<file path="src/rtl/kswu_pkg.sv">
package kswu_pkg;

    typedef enum logic [1:0] {
        FL_IDLE = 2'd0,
        FL_PEND = 2'd1,
        FL_SEEN = 2'd2
    } flag_state_e;

    localparam int REG_AW = 3;
    localparam logic [REG_AW-1:0] ADDR_KMASK_LO = 3'd0;
    localparam logic [REG_AW-1:0] ADDR_KMASK_HI = 3'd1;
    localparam logic [REG_AW-1:0] ADDR_WMASK    = 3'd2;
    localparam logic [REG_AW-1:0] ADDR_CTRL     = 3'd3;
    localparam logic [REG_AW-1:0] ADDR_FLAGS    = 3'd4;

    localparam int N_LINES = 2;

endpackage

</file>
<file path="src/rtl/kswu_group_merge.sv">
module kswu_group_merge #(
    parameter int N_IN = 8
) (
    input  logic [N_IN-1:0] sense_n_i,
    input  logic [N_IN-1:0] mask_i,
    input  logic            pin_n_i,
    input  logic            pin_gate_i,
    output logic            comb_n_o
);
    logic inputs_high;
    logic pin_high;

    always_comb begin
        inputs_high = &(sense_n_i | mask_i);
        pin_high    = pin_n_i | ~pin_gate_i;
        comb_n_o    = inputs_high & pin_high;
    end

endmodule

</file>
<file path="src/rtl/kswu_line_ctrl.sv">
module kswu_line_ctrl
    import kswu_pkg::*;
(
    input  logic clk,
    input  logic rst_n,
    input  logic comb_n_i,
    input  logic edge_mode_i,
    input  logic read_i,
    input  logic clr_i,
    output logic flag_o
);
    logic        comb_q;
    logic        comb_qq;
    logic        cond;
    flag_state_e state_q;
    flag_state_e state_d;

    always_ff @(posedge clk) begin
        if (!rst_n) begin
            comb_q  <= 1'b1;
            comb_qq <= 1'b1;
        end else begin
            comb_q  <= comb_n_i;
            comb_qq <= comb_q;
        end
    end

    always_comb begin
        if (edge_mode_i) cond = comb_qq & ~comb_q;
        else             cond = ~comb_q;
    end

    always_ff @(posedge clk) begin
        if (!rst_n) state_q <= FL_IDLE;
        else        state_q <= state_d;
    end

    always_comb begin
        state_d = state_q;
        unique case (state_q)
            FL_IDLE: if (cond)   state_d = FL_PEND;
            FL_PEND: if (read_i) state_d = FL_SEEN;
            FL_SEEN: if (clr_i)  state_d = cond ? FL_PEND : FL_IDLE;
            default:             state_d = FL_IDLE;
        endcase
    end

    always_comb begin
        flag_o = (state_q != FL_IDLE);
    end


    rise_low_chk: assert property (@(posedge clk) disable iff (!rst_n)
        $rose(flag_o) |-> $past(!comb_q));


    fall_clear_chk: assert property (@(posedge clk) disable iff (!rst_n)
        $fell(flag_o) |-> $past(clr_i && state_q == FL_SEEN));

endmodule

</file>
<file path="src/rtl/kswu_reg_port.sv">
module kswu_reg_port
    import kswu_pkg::*;
#(
    parameter int DATA_W = 8
) (
    input  logic                clk,
    input  logic                rst_n,
    input  logic                wr_en_i,
    input  logic                rd_en_i,
    input  logic [REG_AW-1:0]   addr_i,
    input  logic [DATA_W-1:0]   wdata_i,
    input  logic [N_LINES-1:0]  flags_i,
    output logic [DATA_W-1:0]   rdata_o,
    output logic [2*DATA_W-1:0] kmask_o,
    output logic [DATA_W-1:0]   wmask_o,
    output logic [N_LINES-1:0]  edge_mode_o,
    output logic [N_LINES-1:0]  enable_o,
    output logic [N_LINES-1:0]  flag_rd_o,
    output logic [N_LINES-1:0]  flag_clr_o
);
    localparam int CTRL_W = 2 * N_LINES;

    logic [DATA_W-1:0] kmask_lo_q;
    logic [DATA_W-1:0] kmask_hi_q;
    logic [DATA_W-1:0] wmask_q;
    logic [CTRL_W-1:0] ctrl_q;
    logic              flags_sel;

    always_ff @(posedge clk) begin
        if (!rst_n) begin
            kmask_lo_q <= '1;
            kmask_hi_q <= '1;
            wmask_q    <= '1;
            ctrl_q     <= '0;
        end else if (wr_en_i) begin
            unique case (addr_i)
                ADDR_KMASK_LO: kmask_lo_q <= wdata_i;
                ADDR_KMASK_HI: kmask_hi_q <= wdata_i;
                ADDR_WMASK:    wmask_q    <= wdata_i;
                ADDR_CTRL:     ctrl_q     <= wdata_i[CTRL_W-1:0];
                default: ;
            endcase
        end
    end

    always_comb begin
        flags_sel   = (addr_i == ADDR_FLAGS);
        kmask_o     = {kmask_hi_q, kmask_lo_q};
        wmask_o     = wmask_q;
        edge_mode_o = ctrl_q[N_LINES-1:0];
        enable_o    = ctrl_q[CTRL_W-1:N_LINES];
        flag_rd_o   = {N_LINES{rd_en_i & flags_sel}};
        flag_clr_o  = {N_LINES{wr_en_i & flags_sel}} & ~wdata_i[N_LINES-1:0];
    end

    always_comb begin
        rdata_o = '0;
        unique case (addr_i)
            ADDR_KMASK_LO: rdata_o = kmask_lo_q;
            ADDR_KMASK_HI: rdata_o = kmask_hi_q;
            ADDR_WMASK:    rdata_o = wmask_q;
            ADDR_CTRL:     rdata_o[CTRL_W-1:0] = ctrl_q;
            ADDR_FLAGS:    rdata_o[N_LINES-1:0] = flags_i;
            default:       rdata_o = '0;
        endcase
    end

endmodule

</file>
<file path="src/rtl/kswu_irq_combiner.sv">
module kswu_irq_combiner
    import kswu_pkg::*;
#(
    parameter int DATA_W = 8
) (
    input  logic                clk,
    input  logic                rst_n,
    input  logic [2*DATA_W-1:0] key_n_i,
    input  logic [DATA_W-1:0]   wake_n_i,
    input  logic                ext_a_n_i,
    input  logic                ext_b_n_i,
    input  logic                wr_en_i,
    input  logic                rd_en_i,
    input  logic [REG_AW-1:0]   addr_i,
    input  logic [DATA_W-1:0]   wdata_i,
    output logic [DATA_W-1:0]   rdata_o,
    output logic [N_LINES-1:0]  irq_req_o
);
    localparam int KEY_N  = 2 * DATA_W;
    localparam int B_N    = DATA_W + DATA_W;
    localparam int A_GATE = 6;

    logic [KEY_N-1:0]   kmask;
    logic [DATA_W-1:0]  wmask;
    logic [N_LINES-1:0] edge_mode;
    logic [N_LINES-1:0] enable;
    logic [N_LINES-1:0] flag_rd;
    logic [N_LINES-1:0] flag_clr;
    logic [N_LINES-1:0] flags;
    logic [N_LINES-1:0] comb_n;
    logic [B_N-1:0]     b_sense_n;
    logic [B_N-1:0]     b_mask;
    logic               b_all_masked;

    kswu_reg_port #(.DATA_W(DATA_W)) u_regs (
        .clk         (clk),
        .rst_n       (rst_n),
        .wr_en_i     (wr_en_i),
        .rd_en_i     (rd_en_i),
        .addr_i      (addr_i),
        .wdata_i     (wdata_i),
        .flags_i     (flags),
        .rdata_o     (rdata_o),
        .kmask_o     (kmask),
        .wmask_o     (wmask),
        .edge_mode_o (edge_mode),
        .enable_o    (enable),
        .flag_rd_o   (flag_rd),
        .flag_clr_o  (flag_clr)
    );

    always_comb begin
        b_sense_n    = {key_n_i[KEY_N-1:DATA_W], wake_n_i};
        b_mask       = {kmask[KEY_N-1:DATA_W], wmask};
        b_all_masked = &b_mask;
    end

    kswu_group_merge #(.N_IN(DATA_W)) u_merge_a (
        .sense_n_i  (key_n_i[DATA_W-1:0]),
        .mask_i     (kmask[DATA_W-1:0]),
        .pin_n_i    (ext_a_n_i),
        .pin_gate_i (~kmask[A_GATE]),
        .comb_n_o   (comb_n[0])
    );

    kswu_group_merge #(.N_IN(B_N)) u_merge_b (
        .sense_n_i  (b_sense_n),
        .mask_i     (b_mask),
        .pin_n_i    (ext_b_n_i),
        .pin_gate_i (b_all_masked),
        .comb_n_o   (comb_n[1])
    );

    for (genvar g = 0; g < N_LINES; g++) begin : g_line
        kswu_line_ctrl u_line (
            .clk         (clk),
            .rst_n       (rst_n),
            .comb_n_i    (comb_n[g]),
            .edge_mode_i (edge_mode[g]),
            .read_i      (flag_rd[g]),
            .clr_i       (flag_clr[g]),
            .flag_o      (flags[g])
        );
    end

    always_comb begin
        irq_req_o = flags & enable;
    end


    all_masked_a_chk: assert property (@(posedge clk) disable iff (!rst_n)
        (&kmask[DATA_W-1:0]) |-> comb_n[0]);


    ext_b_ignore_chk: assert property (@(posedge clk) disable iff (!rst_n)
        (!b_all_masked && (&(b_sense_n | b_mask))) |-> comb_n[1]);


    ext_a_gate_chk: assert property (@(posedge clk) disable iff (!rst_n)
        (kmask[A_GATE] && (&(key_n_i[DATA_W-1:0] | kmask[DATA_W-1:0]))) |-> comb_n[0]);

endmodule

</file>
<file path="config.mk">
export PLATFORM = sky130hd
export DESIGN_NAME = kswu_irq_combiner
export DESIGN_NICKNAME = d
export VERILOG_FILES = /design/src/rtl/kswu_pkg.sv /design/src/rtl/kswu_group_merge.sv /design/src/rtl/kswu_line_ctrl.sv /design/src/rtl/kswu_reg_port.sv /design/src/rtl/kswu_irq_combiner.sv
export SDC_FILE = /design/constraint.sdc
export NUM_CORES = 1
export LEC_CHECK = 0
export ABC_AREA = 1
export BUFFER_PORTS_ARGS = -buffer_cell sky130_fd_sc_hd__buf_4
export CAP_MARGIN = 20
export CORE_UTILIZATION = 55
export DETAILED_ROUTE_END_ITERATION = 6
export PLACE_DENSITY = 0.8
export SLEW_MARGIN = 20
export SYNTH_ARGS = -nofsm -noshare
export SYNTH_HDL_FRONTEND = slang
export SYNTH_SLANG_ARGS = --single-unit
</file>
<file path="constraint.sdc">
create_clock -name clk -period 1.67 [get_ports clk]
set_input_delay 0.334 -clock clk [delete_from_list [all_inputs] [get_ports clk]]
set_output_delay 0.334 -clock clk [all_outputs]
set_load 0.05 [all_outputs]
</file>
==> flow_metrics.env, run 1 <==
export IMPL_status="finished with violations"
export IMPL_violations="negative setup slack"
export IMPL_die_h_um=59.9
export IMPL_yosys_register_bits=36
export IMPL_initialDrtViolationCount=118
export IMPL_dp_hpwl_um=3850
export IMPL_synth_top_family_by_area="simple AND/OR/NAND/NOR gates"
export IMPL_max_freq_mhz=590
export IMPL_worst_ep_arrival_time_ps=1360
export IMPL_seq_area_frac_synth=0.391
export IMPL_p_int_mw=1.46
export IMPL_clkSlewWorstSetupHoldPaths_ps=120
export IMPL_fin_crit_sh=1.01
export IMPL_syn_inst=261
export IMPL_cts_root_buf="clkbuf_4"
export IMPL_drcViolationCount=0
export IMPL_viasPerCell=5.41
export IMPL_avgSynthCellArea_sq_um=7.06
export IMPL_io_pins=51
export IMPL_final_setup_skew_ps=7.16
export IMPL_cts_hold_buf=0
export IMPL_max_cap_violations=0
export IMPL_placed_cell_area_sq_mm=0.00232
export IMPL_power_density_mw_per_mm2=845
export IMPL_cts_sinks=36
export IMPL_pwr_share_comb=0.258
export IMPL_rows=20
export IMPL_synthMuxAreaShare=0
export IMPL_synth_compound_area_share=0.200
export IMPL_cts_tree="yes"
export IMPL_port_buffers=50
export IMPL_cts_max_path_buffers=2
export IMPL_p_seq_frac=0.445
export IMPL_syn2layout_area_growth_pct=36.6
export IMPL_finalWirelength_um=5260
export IMPL_yosys_area_share_adder=0
export IMPL_htree_levels=2
export IMPL_cp_max_fo=3
export IMPL_grt_setup_unrepaired="true"
export IMPL_n_antenna_cell=0
export IMPL_finalWorstPathRequiredPeriod_ps=1690
export IMPL_grt_pass1_vias=1714
export IMPL_p_clk_frac=0.296
export IMPL_fin_setup_tns_ps=-23.7
export IMPL_yosys_area_share_simple=0.307
export IMPL_critPathLaunchType="flop"
export IMPL_endpoint_kind="output pin"
export IMPL_netlist_area_sq_mm=0.00184
export IMPL_grt_max_degree=34
export IMPL_swShare=0.316
export IMPL_path_class="reg2out"
export IMPL_start_util=0.589
export IMPL_grt_pass1_wl_um=7780
export IMPL_clk_latency_ps=360
export IMPL_synth_main_ff_cell="dfxtp_1"
export IMPL_nNetsFinal=366
export IMPL_hold_path_class="in2reg"
export IMPL_tightest_slew_ps=352
export IMPL_synth_edf_count=0
export IMPL_required_ps=1340
export IMPL_finalMaxSlewViolations=0
export IMPL_switching_power_mw=0.671
export IMPL_synth_xor_xnor_area_share=0
export IMPL_drtPass1Iterations=5
export IMPL_grt_overflow_total=0
export IMPL_vias=2002
export IMPL_async_flop_share=0
export IMPL_ir_drop_uv=649
export IMPL_yosys_warnings=0
export IMPL_final_layout_size_suffix_gt1_frac=0.328
export IMPL_layout_setup_ws_ps=-23.7
export IMPL_antenna_found_initial=0
export IMPL_max_slew_margin=0.765
export IMPL_post_place_ws_ps=-12.2
export IMPL_wl_per_cell_um=14.2
export IMPL_grt_total_usage=0.298
export IMPL_hold_viol=0
export IMPL_syn_nets=302
export IMPL_coreArea_sq_mm=0.00313
export IMPL_most_common_layout_cells="nand2_1, buf_4, inv_1"
export IMPL_stdcell_area_sq_mm=0.00252
export IMPL_cts_made_buffers=5
export IMPL_final_common_cell="nand2_1"
export IMPL_setup_viol=1
export IMPL_leakage_nw=1.23
export IMPL_die_w_um=59.9
export IMPL_ant_nets=0
export IMPL_synth_distinct_cells=24
export IMPL_fill_cells=223
export IMPL_gp_congestion=0.836
export IMPL_die_area_sq_mm=0.00359
-- critical path: stages (launching register included) --
cell	delay [ps]
dfxtp_2	360
nor2_4	150
o22ai_2	120
nor2_1	120
o21ai_1	90
buf_6	160
-- cell usage after synthesis (2+ instances only) --
master / count / area share
nand2_2: 2 / 0.0068
o21bai_1: 2 / 0.0081
o211ai_1: 18 / 0.073
o21ai_0: 16 / 0.043
or2_2: 8 / 0.027
nand4_1: 6 / 0.020
inv_1: 37 / 0.075
nor3_1: 2 / 0.0054
o211ai_2: 2 / 0.014
o22ai_1: 3 / 0.010
inv_2: 4 / 0.0081
nor2_1: 25 / 0.051
a22oi_1: 2 / 0.0081
buf_6: 2 / 0.012
nand3_1: 13 / 0.035
nand2_1: 61 / 0.12
nor2_4: 4 / 0.024
a21oi_1: 9 / 0.024
dfxtp_1: 36 / 0.39
o221ai_1: 3 / 0.014
clkbuf_1: 3 / 0.0061
-- cell type report --
class	count	area (sq um)	share of cell area
multi-input combinational	179	996	0.396
clock inverter	3	42.5	0.0169
clock buffer	5	37.5	0.0149
tap	44	55.1	0.0219
timing repair buffer	62	493	0.196
sequential	36	727	0.289
inverter	41	166	0.0661
-- worst paths after layout --
kind,start,to,slack (ps),depth (start not counted)
max,g_line[1].u_line.state_q[1]$_SDFFE_PN0P_,rdata_o[1],-20,5
min,wdata_i[5],u_regs.wmask_o[5]$_SDFFE_PN1P_,190,3
max reg2reg,u_regs.ctrl_q[0]$_SDFFE_PN0P_,g_line[0].u_line.state_q[0]$_SDFFE_PN0P_,560,7
min reg2reg,g_line[0].u_line.comb_q$_SDFF_PN1_,g_line[0].u_line.comb_qq$_SDFF_PN1_,430,2
-- what timing repair did --
action,CTS,global route
pin swaps,2,7
endpoints found under the setup margin,3,6
gates resized for setup,9,11
buffers inserted,2,5
-- per-stage QoR --
stage                     hold slack (ps)   util  instances  total power, mW
final                                 191  0.805        370             2.13
after global routing                  202  0.805        370             2.22
after CTS                             197  0.783        365             2.09
after detailed placement              405  0.743        355             1.45
after global placement                396  0.743        355             1.43
after floorplan                       388      -        261             1.26
-- registers in the layout, summed over array words and instances (netlist names) --
register               flops
g_line.u_line.state_q      4
u_regs.kmask_hi_q          8
g_line.u_line.comb_qq      2
u_regs.kmask_lo_q          8
u_regs.wmask_o             8
u_regs.ctrl_q              4
g_line.u_line.comb_q       2
-- layer usage --
metal | GRT usage | routed length (um)
met3 | 0.0779 | 316
met5 | 0 | 0
met4 | 0.0698 | 91
met1 | 0.398 | 2320
met2 | 0.479 | 2540
-- logic make-up after synthesis --
| kind of cell | count (synthesis) |
|---|---|
| AOI/OAI and AO/OA | 56 |
| buffers and inverters | 46 |
| DFF | 36 |
| and+or+nand+nor | 123 |
-- power by group through the flow --
stage	registers, mW	clock network [mW]	logic [mW]
4_1_cts	0.942	0.632	0.520
3_3_place_gp	0.953	0	0.480
6_report	0.946	0.630	0.549
2_1_floorplan	0.945	0	0.314
3_5_place_dp	0.954	0	0.492
5_1_grt	0.951	0.678	0.591
Note: power is estimated with default switching activity, not from simulation.
==> run 2, diff against run 1 <==
- clock period: 1.67 -> 2 ns (I/O delays scaled with it)
==> flow_metrics.env, run 2 (synthesized netlist as in run 1, its figures left out) <==
export IMPL_ir_drop_uv=471
export IMPL_hold_viol=0
export IMPL_max_freq_mhz=538
export IMPL_globalRouteMet3Util=0.0455
export IMPL_required_ps=1600
export IMPL_worst_ep_arrival_time_ps=1460
export IMPL_path_class="in2out"
export IMPL_cts_tree="yes"
export IMPL_fin_setup_tns_ps=0
export IMPL_htree_levels=2
export IMPL_vias=1877
export IMPL_port_buffers=50
export IMPL_setup_viol=0
export IMPL_grt_setup_unrepaired="false"
export IMPL_final_core_util=0.740
export IMPL_grt_max_degree=34
export IMPL_die_w_um=59.9
export IMPL_cts_max_path_buffers=2
export IMPL_cts_root_buf="clkbuf_4"
export IMPL_final_layout_size_suffix_gt1_frac=0.253
export IMPL_reg2reg_depth=7
export IMPL_rows=20
export IMPL_wl_per_cell_um=13.1
export IMPL_postCtsSetupRepairBufs=0
export IMPL_drtPass1Iterations=4
export IMPL_nNetsFinal=356
export IMPL_grt_total_usage=0.289
export IMPL_io_pins=51
export IMPL_syn2layout_area_growth_pct=25.5
export IMPL_path_cells="buf_4 > nor3_4 > inv_2 > o22ai_1 > nor2_1 > o21ai_1 > buf_4"
export IMPL_antenna_found_initial=0
export IMPL_slowest_stage="nor3_4"
export IMPL_n_antenna_cell=0
export IMPL_die_h_um=59.9
export IMPL_grt_overflow_total=0
export IMPL_status="completed"
export IMPL_max_cap_violations=0
export IMPL_coreArea_sq_mm=0.00313
export IMPL_cts_sinks=36
export IMPL_max_stage_delay_ps=270
export IMPL_reg2reg_from="u_regs.kmask_hi_q[4]$_SDFFE_PN1P_"
export IMPL_initialDrtViolationCount=91
export IMPL_placed_cell_area_sq_mm=0.00225
export IMPL_viasPerCell=5.21
export IMPL_p_int_mw=1.09
export IMPL_ctsResizeCount=0
export IMPL_gp_congestion=0.880
export IMPL_grt_busiest_layer="met2"
export IMPL_endpoint_kind="output pin"
export IMPL_clk_latency_ps=350
export IMPL_fin_crit_sh=0.929
export IMPL_fill_cells=284
export IMPL_cp_startpoint="addr_i[0]"
export IMPL_finalWorstPathRequiredPeriod_ps=1860
export IMPL_die_area_sq_mm=0.00359
export IMPL_hold_start="wdata_i[6]"
export IMPL_cts_made_buffers=5
export IMPL_final_setup_skew_ps=7.65
export IMPL_grt_pass1_vias=1749
export IMPL_cts_hold_buf=0
export IMPL_swShare=0.317
export IMPL_r2r_end="g_line[1].u_line.comb_q$_SDFF_PN1_"
export IMPL_cpMostUsedCell="buf_4"
export IMPL_holdPathStages=3
export IMPL_tightest_slew_ps=359
export IMPL_cp_max_fo=9
export IMPL_pwr_share_comb=0.257
export IMPL_final_common_cell="nand2_1"
export IMPL_switching_power_mw=0.507
export IMPL_drcViolationCount=0
export IMPL_ant_nets=0
export IMPL_max_slew_margin=0.760
export IMPL_p_seq_frac=0.487
export IMPL_power_density_mw_per_mm2=692
export IMPL_r2r_slack_ps=880
export IMPL_use_met2=0.511
export IMPL_leakage_nw=1.14
export IMPL_critPathLaunchType="input port"
export IMPL_clkSlewWorstSetupHoldPaths_ps=100
export IMPL_grt_use_met1=0.333
export IMPL_p_clk_frac=0.256
export IMPL_finalMaxSlewViolations=0
export IMPL_hold_path_class="in2reg"
export IMPL_dp_hpwl_um=3690
export IMPL_hold_end="u_regs.wmask_o[6]$_SDFFE_PN1P_"
export IMPL_grt_pass1_wl_um=7530
export IMPL_stdcell_area_sq_mm=0.00231
export IMPL_start_util=0.589
export IMPL_finalWirelength_um=4710
export IMPL_most_common_layout_cells="nand2_1, buf_4, inv_1"
run 2: critical path, delay by kind of cell:
family	cells	cell delay (ps)
buffers and inverters	3	500
AOI/OAI and AO/OA	2	230
and+or+nand+nor	2	330
run 2: metal layers:
| metal | wire, um | share of wire | vias to the layer above |
|---|---|---|---|
| li1 | - | - | 969 |
| met1 | 2030 | 0.43 | 849 |
| met2 | 2380 | 0.50 | 47 |
| met3 | 201 | 0.043 | 12 |
| met4 | 101 | 0.021 | 0 |
| met5 | 0 | 0 | - |
run 2: power groups by stage:
stage	Combinational, mW	Clock, mW	Sequential, mW
2_1_floorplan	0.252	0	0.789
3_3_place_gp	0.398	0	0.795
3_5_place_dp	0.407	0	0.796
4_1_cts	0.409	0.418	0.779
5_1_grt	0.447	0.448	0.785
6_report	0.411	0.409	0.780
run 2: area by class of cell:
class | count | area, sq um | area share
clock buffers | 8 | 58.8 | 0.0254
inverters | 41 | 154 | 0.0665
multi-input cells | 179 | 935 | 0.404
flip-flops and latches | 36 | 721 | 0.312
well taps | 44 | 55.1 | 0.0238
repair buffers | 52 | 390 | 0.169
run 2: how the worst max path moves through the flow:
stage	slack (ps)	endpoint
4_1_cts	150	rdata_o[0]
3_5_place_dp	160	rdata_o[0]
2_1_floorplan	20	rdata_o[5]
6_report	140	rdata_o[0]
3_3_place_gp	190	rdata_o[0]
5_1_grt	60	rdata_o[0]
run 2: through the flow:
step	hold slack (ps)	total power, mW	setup WS [ps]	std cells
3_3_place_gp	394	1.19	190	352
2_1_floorplan	388	1.04	20.3	261
5_1_grt	281	1.68	60.3	360
6_report	279	1.60	141	360
4_1_cts	271	1.61	155	360
3_5_place_dp	405	1.20	158	352
==> run 3, diff against run 2 <==
- SETUP_SLACK_MARGIN: default -> 0.4
==> flow_metrics.env, run 3 (synthesized netlist as in run 1, its figures left out) <==
export IMPL_status="completed"
export IMPL_rows=20
export IMPL_ir_drop_uv=460
export IMPL_power_density_mw_per_mm2=651
export IMPL_wl_per_cell_um=14.8
export IMPL_final_common_cell="nand2_1"
export IMPL_critPathLaunchType="flop"
export IMPL_grt_total_usage=0.323
export IMPL_htree_levels=2
export IMPL_fin_setup_tns_ps=0
export IMPL_grt_max_degree=34
export IMPL_ant_nets=0
export IMPL_endpoint_kind="output pin"
export IMPL_initialDrtViolationCount=149
export IMPL_setup_viol=0
export IMPL_required_ps=1600
export IMPL_clkSlewWorstSetupHoldPaths_ps=110
export IMPL_slowest_stage="dfxtp_2"
export IMPL_hold_path_class="in2reg"
export IMPL_cts_root_buf="clkbuf_4"
export IMPL_start_util=0.589
export IMPL_viasPerCell=5.46
export IMPL_worstPathBufferInverterCount=1
export IMPL_drtPass1Iterations=4
export IMPL_die_w_um=59.9
export IMPL_max_stage_delay_ps=360
export IMPL_final_layout_size_suffix_gt1_frac=0.336
export IMPL_port_buffers=50
export IMPL_die_h_um=59.9
export IMPL_final_core_util=0.826
export IMPL_finalWirelength_um=5500
export IMPL_finalMaxSlewViolations=0
export IMPL_most_common_layout_cells="nand2_1, buf_4, inv_1, dfxtp_1, nor2_1"
export IMPL_clk_latency_ps=350
export IMPL_cp_startpoint="g_line[1].u_line.state_q[1]$_SDFFE_PN0P_"
export IMPL_cts_made_buffers=5
export IMPL_max_freq_mhz=550
export IMPL_reg2reg_from="u_regs.kmask_hi_q[4]$_SDFFE_PN1P_"
export IMPL_grt_pass1_wl_um=8360
export IMPL_worst_ep_arrival_time_ps=1420
export IMPL_io_pins=51
export IMPL_final_setup_skew_ps=5.90
export IMPL_tightest_slew_ps=360
export IMPL_fill_cells=217
export IMPL_nNetsFinal=367
export IMPL_coreArea_sq_mm=0.00313
export IMPL_max_slew_margin=0.760
export IMPL_syn2layout_area_growth_pct=40.3
export IMPL_die_area_sq_mm=0.00359
export IMPL_multi_input_area_sq_mm=0.00105
export IMPL_cp_max_fo=2
export IMPL_n_antenna_cell=0
export IMPL_cts_max_path_buffers=2
export IMPL_leakage_nw=1.24
export IMPL_grt_setup_unrepaired="true"
export IMPL_grt_overflow_total=0
export IMPL_path_class="reg2out"
export IMPL_path_cells="nor2_4 > o22ai_1 > nor2_1 > o21ai_1 > buf_6"
export IMPL_gp_congestion=0.883
export IMPL_max_cap_violations=0
export IMPL_hold_start="wdata_i[6]"
export IMPL_hold_viol=0
export IMPL_cts_sinks=36
export IMPL_regArea_sq_um=723
export IMPL_drcViolationCount=0
export IMPL_vias=2024
export IMPL_grt_pass1_vias=1826
export IMPL_dp_hpwl_um=3660
export IMPL_finalWorstPathRequiredPeriod_ps=1820
export IMPL_fin_crit_sh=0.909
export IMPL_antenna_found_initial=0
export IMPL_cts_tree="yes"
export IMPL_cp_top_family="flip-flops"
-- run 3: final cells by class --
type,count,area share
multi-input combinational,180,0.405
sequential,36,0.280
timing repair buffer,61,0.203
inverter,41,0.0663
clock buffer,8,0.0227
tap,44,0.0213
timing repair inverter,1,0.00194
-- run 3: metrics by stage --
| stage | hold slack (ps) | power (mW) | cells | cell area, sq um | setup slack [ps] |
|---|---|---|---|---|---|
| final | 278 | 1.68 | 371 | 2580 | 183 |
| after global routing | 297 | 1.75 | 371 | 2580 | 175 |
| after CTS | 283 | 1.66 | 371 | 2570 | 278 |
| after detailed placement | 398 | 1.20 | 351 | 2310 | 142 |
| after global placement | 396 | 1.20 | 351 | 2310 | 189 |
| after floorplan | 388 | 1.05 | 261 | 1900 | 48.7 |
-- run 3: final timing paths --
check                                              to  slack [ps]  depth (start not counted)
setup / recovery                           rdata_o[1]         180                          5
hold / removal         u_regs.wmask_o[6]$_SDFFE_PN1P_         280                          3
setup reg to reg   g_line[1].u_line.comb_q$_SDFF_PN1_         890                          7
hold reg to reg   g_line[0].u_line.comb_qq$_SDFF_PN1_         420                          2
-- run 3: worst register-to-register path: stages (launching register included) --
cell and delay (ps):
dfxtp_1 340, inv_1 90, nor3_1 220, nand2_1 100
nor2_1 110, nand2_1 60, nand3_1 60, nand2_1 40
-- run 3: power by group --
part	switching [mW]	leakage (nW)	internal [mW]	total [mW]
registers	0.0297	0.295	0.759	0.788
logic	0.277	0.911	0.205	0.481
clock network	0.240	0.0326	0.173	0.414
total	0.547	1.24	1.14	1.68
-- run 3: repair_timing --
| action | in CTS | in global routing |
|---|---|---|
| hold buffers | 0 | 0 |
| gates cloned | 2 | 0 |
| endpoints found under the setup margin | 9 | 9 |
| pin swaps | 11 | 4 |
| resized for setup | 34 | 4 |
| buffers inserted | 10 | 0 |
-- run 3: layer usage --
metal | wire length (um) | vias up | GRT usage
met3 | 381 | 19 | 0.0519
met5 | 0 | - | 0
met4 | 157 | 0 | 0.133
met1 | 2330 | 913 | 0.408
li1 | - | 1000 | -
met2 | 2630 | 92 | 0.544
